===== config.mk =====
export PLATFORM = sky130hd
export DESIGN_NAME = pwu_top
export DESIGN_NICKNAME = d
export VERILOG_FILES = /design/src/rtl/pwu_pkg.sv /design/src/rtl/pwu_dpath.sv /design/src/rtl/pwu_ctrl.sv /design/src/rtl/pwu_top.sv
export SDC_FILE = /design/constraint.sdc
export NUM_CORES = 1
export LEC_CHECK = 0
export BUFFER_PORTS_ARGS = -buffer_cell sky130_fd_sc_hd__buf_2
export CAP_MARGIN = 10
export CORE_MARGIN = 4
export CORE_UTILIZATION = 58
export CTS_CLUSTER_DIAMETER = 150
export CTS_CLUSTER_SIZE = 12
export DETAILED_ROUTE_END_ITERATION = 12
export HOLD_SLACK_MARGIN = 0.12
export PLACE_DENSITY_LB_ADDON = 0.2
export SLEW_MARGIN = 15
export SYNTH_ARGS = -nofsm -noshare
export SYNTH_HDL_FRONTEND = slang
export SYNTH_SLANG_ARGS = --single-unit

===== constraint.sdc =====
create_clock -name clk -period 3 [get_ports clk]
set_input_delay 0.6 -clock clk [delete_from_list [all_inputs] [get_ports clk]]
set_output_delay 0.6 -clock clk [all_outputs]
set_load 0.01 [all_outputs]

===== src/rtl/pwu_pkg.sv =====
package pwu_pkg;
  localparam logic [7:0] CMD_PROG  = 8'hA0;
  localparam logic [7:0] CMD_UNL_A = 8'h25;
  localparam logic [7:0] CMD_UNL_B = 8'h03;
  localparam logic [7:0] CMD_UNL_C = 8'h29;

  typedef enum logic [2:0] {
    S_IDLE,
    S_PROG,
    S_HDR,
    S_BYTES,
    S_END
  } pwuState_t;

  // strobes from control to datapath; idx sized for up to 256 bytes
  typedef struct packed {
    logic       progEn;
    logic       clrMatch;
    logic       cmpEn;
    logic [7:0] idx;
  } pwuStrb_t;
endpackage


===== src/rtl/pwu_dpath.sv =====
module pwu_dpath
  import pwu_pkg::*;
#(
  parameter int NUM_BYTES = 8,
  parameter int ADDR_W = 8,
  parameter logic [ADDR_W-1:0] STATUS_ADDR = 8
) (
  input  logic              clk,
  input  logic              rstN,
  input  pwuStrb_t          strb,
  input  logic [7:0]        wrData,
  input  logic [ADDR_W-1:0] addr,
  input  logic              rdStb,
  input  logic              modeActive,
  input  logic              protEn,
  input  logic              failFlag,
  output logic [7:0]        rdData,
  output logic              rdValid,
  output logic              allMatch
);
  localparam int IDX_W = (NUM_BYTES > 1) ? $clog2(NUM_BYTES) : 1;

  logic [7:0] pwMem [NUM_BYTES];
  logic [IDX_W-1:0] stbIdx;
  logic [IDX_W-1:0] rdIdx;
  logic inRange;
  logic [7:0] rdNext;

  assign stbIdx  = strb.idx[IDX_W-1:0];
  assign rdIdx   = addr[IDX_W-1:0];
  assign inRange = addr < ADDR_W'(NUM_BYTES);

  generate
    for (genvar g = 0; g < NUM_BYTES; g++) begin : gByte
      always_ff @(posedge clk or negedge rstN) begin
        if (!rstN)
          pwMem[g] <= 8'hFF;
        else if (strb.progEn && stbIdx == IDX_W'(g))
          pwMem[g] <= pwMem[g] & wrData;
      end
      // programming never sets a bit
      a_r3_no_set_bits: assert property (@(posedge clk) disable iff (!rstN)
        (pwMem[g] & ~$past(pwMem[g])) == 8'h00);
    end
  endgenerate

  always_ff @(posedge clk or negedge rstN) begin
    if (!rstN)
      allMatch <= 1'b1;
    else if (strb.clrMatch)
      allMatch <= 1'b1;
    else if (strb.cmpEn)
      allMatch <= allMatch && (wrData == pwMem[stbIdx]);
  end

  always_comb begin
    rdNext = 8'h00;
    if (modeActive) begin
      if (inRange)
        rdNext = protEn ? 8'hFF : pwMem[rdIdx];
      else if (addr == STATUS_ADDR)
        rdNext = {7'b0, failFlag};
    end
  end

  always_ff @(posedge clk or negedge rstN) begin
    if (!rstN) begin
      rdValid <= 1'b0;
      rdData  <= 8'h00;
    end else begin
      rdValid <= rdStb;
      if (rdStb)
        rdData <= rdNext;
    end
  end

  a_r5_read_valid: assert property (@(posedge clk) disable iff (!rstN)
    rdStb |=> rdValid);
  a_r8_protect_ff: assert property (@(posedge clk) disable iff (!rstN)
    (rdStb && modeActive && protEn && inRange) |=> rdData == 8'hFF);
  a_r2_closed_reads_zero: assert property (@(posedge clk) disable iff (!rstN)
    (rdStb && !modeActive) |=> rdData == 8'h00);
endmodule


===== src/rtl/pwu_ctrl.sv =====
module pwu_ctrl
  import pwu_pkg::*;
#(
  parameter int NUM_BYTES = 8,
  parameter int ADDR_W = 8
) (
  input  logic              clk,
  input  logic              rstN,
  input  logic              modeActive,
  input  logic              wrStb,
  input  logic [ADDR_W-1:0] addr,
  input  logic [7:0]        wrData,
  input  logic              allMatch,
  output pwuStrb_t          strb,
  output logic              failFlag,
  output logic              unlockPulse
);
  localparam int IDX_W = (NUM_BYTES > 1) ? $clog2(NUM_BYTES) : 1;
  localparam logic [IDX_W-1:0] LAST_IDX = IDX_W'(NUM_BYTES - 1);

  pwuState_t state, stateNext;
  logic [IDX_W-1:0] cnt, cntNext;
  logic pulseNext, setFail, clrFail;
  logic atZero;

  assign atZero = addr == '0;

  always_comb begin
    stateNext = state;
    cntNext   = cnt;
    pulseNext = 1'b0;
    setFail   = 1'b0;
    clrFail   = 1'b0;
    strb      = '0;
    if (!modeActive) begin
      stateNext = S_IDLE;
      cntNext   = '0;
    end else if (wrStb) begin
      unique case (state)
        S_IDLE: begin
          if (wrData == CMD_PROG)
            stateNext = S_PROG;
          else if (wrData == CMD_UNL_A && atZero) begin
            stateNext     = S_HDR;
            strb.clrMatch = 1'b1;
          end
        end
        S_PROG: begin
          stateNext = S_IDLE;
          if (addr < ADDR_W'(NUM_BYTES)) begin
            strb.progEn = 1'b1;
            strb.idx    = 8'(addr[IDX_W-1:0]);
          end
        end
        S_HDR: begin
          if (wrData == CMD_UNL_B && atZero) begin
            stateNext = S_BYTES;
            cntNext   = '0;
          end else begin
            stateNext = S_IDLE;
            setFail   = 1'b1;
          end
        end
        S_BYTES: begin
          if (addr == ADDR_W'(cnt)) begin
            strb.cmpEn = 1'b1;
            strb.idx   = 8'(cnt);
            if (cnt == LAST_IDX) begin
              stateNext = S_END;
              cntNext   = '0;
            end else begin
              cntNext = cnt + 1'b1;
            end
          end else begin
            stateNext = S_IDLE;
            cntNext   = '0;
            setFail   = 1'b1;
          end
        end
        S_END: begin
          stateNext = S_IDLE;
          if (wrData == CMD_UNL_C && atZero && allMatch) begin
            pulseNext = 1'b1;
            clrFail   = 1'b1;
          end else begin
            setFail = 1'b1;
          end
        end
        default: stateNext = S_IDLE;
      endcase
    end
  end

  always_ff @(posedge clk or negedge rstN) begin
    if (!rstN) begin
      state       <= S_IDLE;
      cnt         <= '0;
      unlockPulse <= 1'b0;
      failFlag    <= 1'b0;
    end else begin
      state       <= stateNext;
      cnt         <= cntNext;
      unlockPulse <= pulseNext;
      if (setFail)
        failFlag <= 1'b1;
      else if (clrFail)
        failFlag <= 1'b0;
    end
  end

  a_r9_single_pulse: assert property (@(posedge clk) disable iff (!rstN)
    unlockPulse |=> !unlockPulse);
  a_r10_fail_only_clears_on_unlock: assert property (@(posedge clk) disable iff (!rstN)
    $fell(failFlag) |-> unlockPulse);
  a_r12_no_unlock_outside_mode: assert property (@(posedge clk) disable iff (!rstN)
    !modeActive |=> !unlockPulse);
  a_r9_pulse_needs_close: assert property (@(posedge clk) disable iff (!rstN)
    unlockPulse |-> $past(wrStb && wrData == CMD_UNL_C));
endmodule


===== src/rtl/pwu_top.sv =====
module pwu_top
  import pwu_pkg::*;
#(
  parameter int NUM_BYTES = 8,
  parameter int ADDR_W = 8,
  parameter logic [ADDR_W-1:0] STATUS_ADDR = 8
) (
  input  logic              clk,
  input  logic              rstN,
  input  logic              modeActive,
  input  logic              protEn,
  input  logic              wrStb,
  input  logic              rdStb,
  input  logic [ADDR_W-1:0] addr,
  input  logic [7:0]        wrData,
  output logic [7:0]        rdData,
  output logic              rdValid,
  output logic              unlockPulse
);
  pwuStrb_t strb;
  logic failFlag;
  logic allMatch;

  pwu_ctrl #(.NUM_BYTES(NUM_BYTES), .ADDR_W(ADDR_W)) uCtrl (
    .clk(clk), .rstN(rstN), .modeActive(modeActive), .wrStb(wrStb),
    .addr(addr), .wrData(wrData), .allMatch(allMatch), .strb(strb),
    .failFlag(failFlag), .unlockPulse(unlockPulse)
  );

  pwu_dpath #(.NUM_BYTES(NUM_BYTES), .ADDR_W(ADDR_W), .STATUS_ADDR(STATUS_ADDR)) uDpath (
    .clk(clk), .rstN(rstN), .strb(strb), .wrData(wrData), .addr(addr),
    .rdStb(rdStb), .modeActive(modeActive), .protEn(protEn),
    .failFlag(failFlag), .rdData(rdData), .rdValid(rdValid), .allMatch(allMatch)
  );
endmodule


# Word-level counts from Yosys, hierarchy flattened

Cells that the tools add are included.

Bits of input ports: 22
Output and inout bits: 10
Register bits after elaboration: 82

Equal/unequal tests: 24
Magnitude comparators: 3
Muxes and demuxes: 49
$add $sub $neg: 1
Reduce and logical (&&, ||, !) cells: 20
Bitwise operators: 10

Operator list:

| cell                 | count |
|---|---|
| $and A8 B8 Y8        | 8 |
| $mux W8              | 7 |
| $bmux W8 S3          | 2 |
| $mux W3              | 12 |
| $mux W11             | 2 |
| $mux W1              | 20 |
| $eq A3 B3 Y1 const B | 6 |
| $eq A8 B6 Y1 const B | 2 |
| $pmux W8 S2          | 1 |
| $logic_and A1 B1 Y1  | 13 |
| $eq A3 B2 Y1 const B | 4 |
| $mux W9              | 1 |
| $pmux W3 S3          | 1 |
| $eq A8 B2 Y1 const B | 1 |
| $eq A8 B3 Y1         | 1 |
| $eq A8 B4 Y1 const B | 1 |
| $eq A8 B8 Y1         | 1 |
| $eq A8 B8 Y1 const B | 1 |
| $ge A4 B4 Y1 const B | 2 |
| $logic_not A8 Y1     | 1 |
| $lt A8 B4 Y1 const B | 1 |
| $not A3 Y4           | 2 |
| $eq A3 B1 Y1 const B | 2 |
| $logic_not A3 Y1     | 2 |
| 11 further kinds     | 13 |

# Depth between registers and ports, before layout

Gate-level depths: netlist of run 1.

Depth in word-level cells: 15
Depth in mapped cells: 11

# By module

From an unflattened synthesis of run 1, not the netlist that was laid out.

Cell total of the unflattened synthesis: 370
Area, all modules: 4478.0 sq um

Modules (own cells, without submodules):

| module    | seq. area each (sq um) | times used | cells each | area each (sq um) |
|---|---|---|---|---|
| pwu_dpath | 1933.1                 | 1          | 286        | 3787.4 |
| pwu_ctrl  | 200.2                  | 1          | 84         | 690.7 |

# Worst setup path before layout of run 1

Ideal clock, no wire load.

Path kind: input-to-reg
Start: input addr[7]
End: register uDpath.allMatch
Cell stages on the path: 11
Data arrival time: 2.802 ns
Setup time: 0.078 ns
Path buffers: 2
Path slack: 0.120 ns
Path through: or4_1 -> buf_2 -> nor3b_2 -> nand2_2 -> buf_6 -> mux2i_1 -> a2111oi_0 -> nor2_1 -> xnor2_1 -> nor3_1 -> a31o_1

Cells in the longest elaborated chain, start to end: 13

Ends and longest elaborated chain:

| element                                             | line                           | RTL |
|---|---|---|
| from (decl)                                         | pwu_top.sv:14                  | `input logic [ADDR_W-1:0] addr,` |
| $lt A8 B4 Y1 / $eq A8 B3 Y1 (equally long branches) | pwu_ctrl.sv:50, pwu_ctrl.sv:65 |  |
| $mux W3 / $mux W9 (equally long branches)           | pwu_ctrl.sv:50, pwu_ctrl.sv:65 |  |
| $pmux W8 S2                                         | pwu_ctrl.sv:39                 | `unique case (state)` |
| $mux W11 *                                          | pwu_ctrl.sv:38                 | `end else if (wrStb) begin` |
| $mux W11 *                                          | pwu_ctrl.sv:35                 | `if (!modeActive) begin` |
| $not A3 Y4 (implied by the code)                    | pwu_dpath.sv:53                | `allMatch <= allMatch && (wrData == pwMem[stbIdx]);` |
| $bmux W8 S3                                         | pwu_dpath.sv:53                |  |
| $mux W8 (implied by the code) (2 in a row)          | pwu_dpath.sv:53                |  |
| $eq A8 B8 Y1                                        | pwu_dpath.sv:53                |  |
| $logic_and A1 B1 Y1                                 | pwu_dpath.sv:53                |  |
| $mux W1                                             | pwu_dpath.sv:52                | `else if (strb.cmpEn)` |
| $mux W1                                             | pwu_dpath.sv:50                | `else if (strb.clrMatch)` |
| to (signal assigned)                                | pwu_dpath.sv:53                |  |
| to (decl)                                           | pwu_dpath.sv:19                | `output logic allMatch` |

Mark *: on every way between the ends. The rest lies on a longest branch, timed or not. The select of a mux whose other input is x is not followed.
A chain may end at the register's enable or synchronous reset.

# Worst setup path in the final report of run 1

Ends and elaborated chain as after synthesis.

==> results.yml, run 1 <==
timing:
  max_freq_mhz: 369
  fin_crit_sh_pct: 90.3
  worst_pin_slew_ns: 0.978
  layout_setup_ws_ns: 0.292
  relSlewSlack_pct: 34.8
  finalHoldViolCount: 0
  setup_viol: 0
  min_period_ns: 2.71
  fin_worst_skew_ns: 0.0136
  rsz0062_at_grt: "false"
  finalSetupTns_ns: 0
  drv_slew: 0
clocking:
  path_clk_slew_ns: 0.09
  root_buffer: "clkbuf_8"
  post_cts_buffers: 0
  htreeDepth: 3
  cts_tree: "yes"
  clock_path_buffers: 2
  ctsResizeCount: 0
  clock-sinks: 82
  cts_hold_buffers: 0
  cts_buffers: 9
  worstSkewPairLatency_ns: 0.37
finish:
  drive_above_1_share_pct: 37.3
  layout-area-overhead-vs-synth_pct: 13.6
  n_antenna_cell: 0
  final_common_cell: "dfstp_2"
  fillers: 540
  nNetsFinal: 470
  fin_util_pct: 69.2
  final_cell_mix: "dfstp_2, o21a_1, buf_2, nor2_1, buf_4"
synth:
  avgSynthCellArea_um2: 11.1
  seq_area_frac_synth_pct: 47.5
  syn_inst: 403
  synth_nets: 427
  synth_area_mm2: 0.00449
  synthArstFlopShare_pct: 100
  synth_ff_type: "dfstp_2"
  ys_types: 61
  ys_warn_count: 0
  synth_edf_count: 0
  ys_ff_latch: 82
placed_design:
  place_congestion: 0.870
  hpwlAfterDp_mm: 7.95
  dpl_worst_slack_ns: -0.0395
  io_buffers: 31
die:
  die_y_um: 96.0
  coreArea_mm2: 0.00737
  num_io_pins: 32
  die_x_um: 96.0
  start_util_pct: 60.9
  rows: 31
  dieArea_mm2: 0.00921
routing:
  viasPerCell: 6.42
  first_iter_violations: 265
  firstDrtPassIters: 7
  remaining_drc_errors: 0
  ant_nets: 0
  wirelength_mm: 11.3
  wire_per_inst_um: 20.6
  vias: 3533
power_and_ir_drop:
  p_leak_nw: 2.09
  ir_worst_vdd_mv: 0.270
  power_per_cell_area_mw_per_mm2: 421
  total_power_mw: 2.15
hold_path:
  hold_class: "in -> async"
setup_path:
  cp-end-kind: "flop"
  path_class: "in -> reg"
  start_kind: "input port"
  required_ns: 3.32
  cp_max_fo: 6
  cp_data_arrival_time_ns: 3.03
grt:
  grt_pass1_wl_mm: 18.1
  grt_max_degree: 83
  antenna_found_initial: 0
  track_usage_pct: 26.1
  grt_pass1_vias: 3489
  overflow: 0
run:
  drv_cap: 0
outcome:
  status: "completed"
-- final timing paths --
| kind | start | cells past startpoint | slack, ns | endpoint |
|---|---|---|---|---|
| max | addr[7] | 11 | 0.29 | uDpath.allMatch$_DFFE_PN1P_ |
| min | rstN | 1 | 0.38 | uDpath.rdData[1]$_DFFE_PN0P_ |
| max reg2reg | uCtrl.cnt[1]$_DFFE_PN0P_ | 9 | 0.33 | uDpath.allMatch$_DFFE_PN1P_ |
| min reg2reg | uDpath.pwMem[15]$_DFFE_PN1P_ | 1 | 0.47 | uDpath.pwMem[15]$_DFFE_PN1P_ |
| max in group asynchronous | rstN | 1 | 2.02 | uCtrl.cnt[1]$_DFFE_PN0P_ |
| min in group clk | rdStb | 1 | 0.46 | uDpath.rdValid$_DFF_PN0_ |
-- metal layers --
metal  up-vias  track usage (%)  wire, um
li1       1581                -         -
met1      1747             34.9      4800
met2       174             42.7      5480
met3        31             4.14       754
met4         0             10.1       266
met5         -                0         0
-- cell usage after synthesis, drive strengths merged (3+ instances only) --
cell    instances  area (um^2)
mux2            3         33.8
xnor2           4         35.0
nand3           4         20.0
nor3b           3         38.8
buf             8         47.5
mux2i          17          170
clkbuf         19         71.3
o22ai          10         62.6
a21oi           7         38.8
a211oi         15          118
o21ai          11         55.1
o221ai          3         26.3
or4             3         22.5
nand4           3         18.8
dfstp          65         1710
nor2           30          120
nand2          26          100
mux4           16          360
xor2            6         52.6
nor4            5         31.3
inv            12         45.0
o21a           62          473
nor2b          11         68.8
nand2b          5         31.3
dfrtp          17          425
nor3            5         25.0
-- flip-flops by register name, indices dropped and copies added (netlist names) --
register and count:
uDpath.rdValid 1, uDpath.rdData 8, uDpath.allMatch 1, uCtrl.cnt 3, uCtrl.state 3, uCtrl.failFlag 1, uDpath.pwMem 64, uCtrl.unlockPulse 1
-- cell families after synthesis --
kind of cell | synth area share, %
DFF | 47.5
buffers and inverters | 3.65
AOI/OAI and AO/OA | 20.9
muxes | 12.6
xor gates and xnor gates | 1.95
adders and majority gates | 0.558
and+or+nand+nor | 12.8
-- area by class of cell --
class	instances	area (um^2)	area share [%]
clock inverters	7	103	2.01
well taps	99	124	2.43
clock buffers	9	124	2.43
repair buffers	59	380	7.46
flip-flops and latches	82	2130	41.8
multi-input cells	282	2190	42.9
inverters	12	45.0	0.883
-- through the flow --
stage / instance area (um^2) / std cells / hold WS [ns]
2_1_floorplan: 4490 / 403 / 0.304
3_3_place_gp: 4870 / 534 / 0.453
3_5_place_dp: 4870 / 534 / 0.458
4_1_cts: 5100 / 550 / 0.423
5_1_grt: 5100 / 550 / 0.460
6_report: 5100 / 550 / 0.377
-- where the power goes --
group,total (mW),leakage (nW),switching [mW],internal [mW]
registers,1.11,0.906,0.000642,1.11
clock network,0.910,0.115,0.433,0.477
logic,0.127,1.07,0.0886,0.0380
total,2.15,2.09,0.522,1.63
-- critical path, stage by stage --
cell,delay (ns)
buf_2,0.10
or4_1,0.51
buf_4,0.19
nor2_4,0.12
nand4_1,0.26
mux2_2,0.32
o2bb2ai_1,0.08
a221oi_2,0.21
mux2i_1,0.30
and4_1,0.23
a31o_1,0.13
No activity file was read; power rests on OpenSTA's default activity.
==> inputs of run 2 (changes only) <==
--- a/config.mk
+++ b/config.mk
@@ -5,6 +5,7 @@
 export SDC_FILE = /design/constraint.sdc
 export NUM_CORES = 1
 export LEC_CHECK = 0
+export ABC_AREA = 1
 export BUFFER_PORTS_ARGS = -buffer_cell sky130_fd_sc_hd__buf_2
 export CAP_MARGIN = 10
 export CORE_MARGIN = 4
==> run 2 against run 1 <==
Clock-buffer cell count is 2 higher. Global-route usage up 7.1 points. Fmax rose by 2.6%. Register-to-register slack better by 0.03 ns. Worst setup slack better by 0.070 ns. Die area up 8.3%. Hold slack gained 0.030 ns. Critical path type is now reg -> reg. Largest cell class unchanged.
==> results.yml, run 2 <==
outcome:
  status: "completed"
synth:
  synthArstFlopShare_pct: 100
  ys_types: 33
  synth_area_leader_cell: "dfstp_2"
  seq_area_frac_synth_pct: 43.6
  synthTopCellsByArea: "dfstp_2, nand2_1, inv_1"
  ys_warn_count: 0
  synth_top_family_by_area: "simple AND/OR/NAND/NOR gates"
  synth_compound_area_share_pct: 18.9
  avgSynthCellArea_um2: 7.23
  syn_inst: 677
  synthAdderAreaFrac_pct: 0.512
  synth-simple-area-share_pct: 24.7
  yosysMostFrequentCell: "nand2_1"
  synthMuxAreaShare_pct: 0.230
  synth_nets: 701
  synth_common_cells: "nand2_1, inv_1, o21ai_0"
  synth_ff_type: "dfstp_2"
  synth-xor-area-share_pct: 0.179
  ys_ff_latch: 82
  synth_edf_count: 0
  synth_area_mm2: 0.00489
  synth.top_cell.area_share_pct: 34.9
setup_path:
  reg2reg_depth: 22
  cp_max_fo: 16
  r2r-end: "uDpath.allMatch$_DFFE_PN1P_"
  reg2reg_slack_ns: 0.36
  cp_data_arrival_time_ns: 2.95
  reg2reg_from: "uCtrl.cnt[1]$_DFFE_PN0P_"
  cp-end-kind: "flop"
  required_ns: 3.31
  start_kind: "flop"
  path_class: "reg -> reg"
timing:
  rsz0062_at_grt: "false"
  drv_slew: 0
  relSlewSlack_pct: 34.4
  worst_pin_slew_ns: 0.984
  fin_worst_skew_ns: 0.00995
  setup_viol: 0
  min_period_ns: 2.64
  finalHoldViolCount: 0
  fin_crit_sh_pct: 87.9
  max_freq_mhz: 379
finish:
  layout-area-overhead-vs-synth_pct: 13.1
  nNetsFinal: 755
  fillers: 722
  final_cell_mix: "nand2_1, inv_1, o21ai_0, a21oi_1, dfstp_2"
  register_area_mm2: 0.00213
  multi_input_area_mm2: 0.00218
  regMostFlops: "uDpath.pwMem"
  n_antenna_cell: 0
  final_common_cell: "nand2_1"
  largestRegisters: "uDpath.pwMem (64), uDpath.rdData (8)"
  largest_reg_flops: 64
  drive_above_1_share_pct: 22.6
  fin_cells: 841
clocking:
  path_clk_slew_ns: 0.09
  cts_buffers: 9
  post_cts_buffers: 0
  cts_tree: "yes"
  htreeDepth: 3
  root_buffer: "clkbuf_8"
  worstSkewPairLatency_ns: 0.37
  clock_path_buffers: 2
  clock-sinks: 82
power_and_ir_drop:
  power_per_cell_area_mw_per_mm2: 392
  p_sw_share_pct: 26.8
  power_frac_seq_pct: 51.6
  total_power_mw: 2.17
  p_leak_nw: 2.91
  intPower_mw: 1.59
  ir_worst_vdd_mv: 0.247
  clock_power_share_pct: 38.6
  p_sw_mw: 0.581
  comb_power_share_pct: 9.8
run:
  drv_cap: 0
die:
  rows: 33
  die_x_um: 99.8
  num_io_pins: 32
  start_util_pct: 59.5
  coreArea_mm2: 0.00822
  dieArea_mm2: 0.00997
  die_y_um: 99.8
routing:
  vias: 4948
  firstDrtPassIters: 5
  first_iter_violations: 401
  ant_nets: 0
  remaining_drc_errors: 0
  wirelength_mm: 15.6
  viasPerCell: 5.88
  wire_per_inst_um: 18.6
placed_design:
  hpwlAfterDp_mm: 11.5
  io_buffers: 31
  place_congestion: 0.971
  place_inst: 825
grt:
  grt_max_degree: 83
  track_usage_pct: 33.2
  overflow: 0
  grt_pass1_wl_mm: 25.2
  antenna_found_initial: 0
  grt_pass1_vias: 4787
hold_path:
  hold_class: "in -> async"
-- run 2: changes by cell type after synthesis, sizes merged, moves of 10 or more --
cell	previous run	this run
o211ai	0	10
inv	12	131
a211oi	15	0
nand3	4	51
mux2i	17	0
o21a	62	0
nand4	3	15
o21ai	11	89
a21oi	7	69
nor2	30	43
nand2	26	138
mux4	16	0
nor2b	11	0
-- run 2: per-stage QoR --
stage	util (%)	setup WS [ns]	area (um^2)	setup TNS [ns]	hold slack, ns
finish	67.3	0.362	5530	0	0.408
global route	67.3	0.110	5530	0	0.444
CTS	67.3	0.325	5530	0	0.442
detailed placement	64.8	-0.0488	5330	-0.0488	0.441
global placement	64.8	-0.0666	5330	-0.0666	0.436
floorplan	-	0.614	4890	0	0.304
-- run 2: worst max path at each step --
stage                        startpoint                          end  cells past startpoint
2_1_floorplan                   addr[1]  uDpath.allMatch$_DFFE_PN1P_                     24
4_1_cts                         addr[7]  uDpath.allMatch$_DFFE_PN1P_                     20
5_1_grt        uCtrl.cnt[1]$_DFFE_PN0P_  uDpath.allMatch$_DFFE_PN1P_                     22
3_5_place_dp                    addr[7]  uDpath.allMatch$_DFFE_PN1P_                     20
3_3_place_gp                    addr[5]  uDpath.allMatch$_DFFE_PN1P_                     20
6_report       uCtrl.cnt[1]$_DFFE_PN0P_  uDpath.allMatch$_DFFE_PN1P_                     22
-- run 2: cell families (layout without fill, tap and decap cells) --
family | Yosys count | count (layout)
AND/OR/NAND/NOR | 264 | 264
XOR/XNOR | 1 | 1
buffers and inverters | 150 | 209
flip-flops | 82 | 82
AO/OA/AOI/OAI | 177 | 177
multiplexers | 1 | 1
adder cells (fa/ha/maj) | 2 | 2
-- run 2: power by group through the flow --
stage / Combinational, mW / Clock, mW / Sequential (mW)
after floorplan: 0.102 / 0 / 1.14
final: 0.212 / 0.837 / 1.12
after detailed placement: 0.207 / 0 / 1.14
after global placement: 0.204 / 0 / 1.14
after CTS: 0.208 / 0.848 / 1.12
after global routing: 0.231 / 0.897 / 1.12
-- run 2: layout make-up --
cell class / count / area share, %
Multi-Input combinational cell: 445 / 39.4
Sequential cell: 82 / 38.6
Inverter: 131 / 8.89
Timing Repair Buffer: 62 / 7.06
Clock buffer: 11 / 2.56
Tap cell: 105 / 2.38
Clock inverter: 5 / 1.11
-- run 2: what timing repair did --
action | CTS | global route
hold buffers | 0 | 0
gates resized for setup | 0 | 1
endpoints found under the setup margin | 0 | 1
-- run 2: metal layers --
metal  vias to the layer above  global-route usage [%]  wire (um)
met5                         -                       0          0
met4                         0                    15.9        779
met3                        53                    9.45       1620
met2                       254                    48.7       6780
met1                      2330                    45.4       6470
li1                       2311                       -          -
-- run 2: critical path: stages (launching register included) --
cell and delay (ns):
dfrtp_1 0.47, inv_1 0.13, nand2_1 0.07, nand2_1 0.08, nor2_4 0.12, nand3_4 0.11, nor2_4 0.12, nand2_2 0.08
nand2_4 0.10, nand2_4 0.15, nor2_4 0.34, nand2_1 0.09, nand2_1 0.06, o21ai_0 0.11, nand2_1 0.09, nand2_1 0.05
nand2_1 0.06, nand2_1 0.05, nor2_1 0.09, nand2_1 0.06, nand2_1 0.05, nand2_1 0.04, nand2_1 0.05
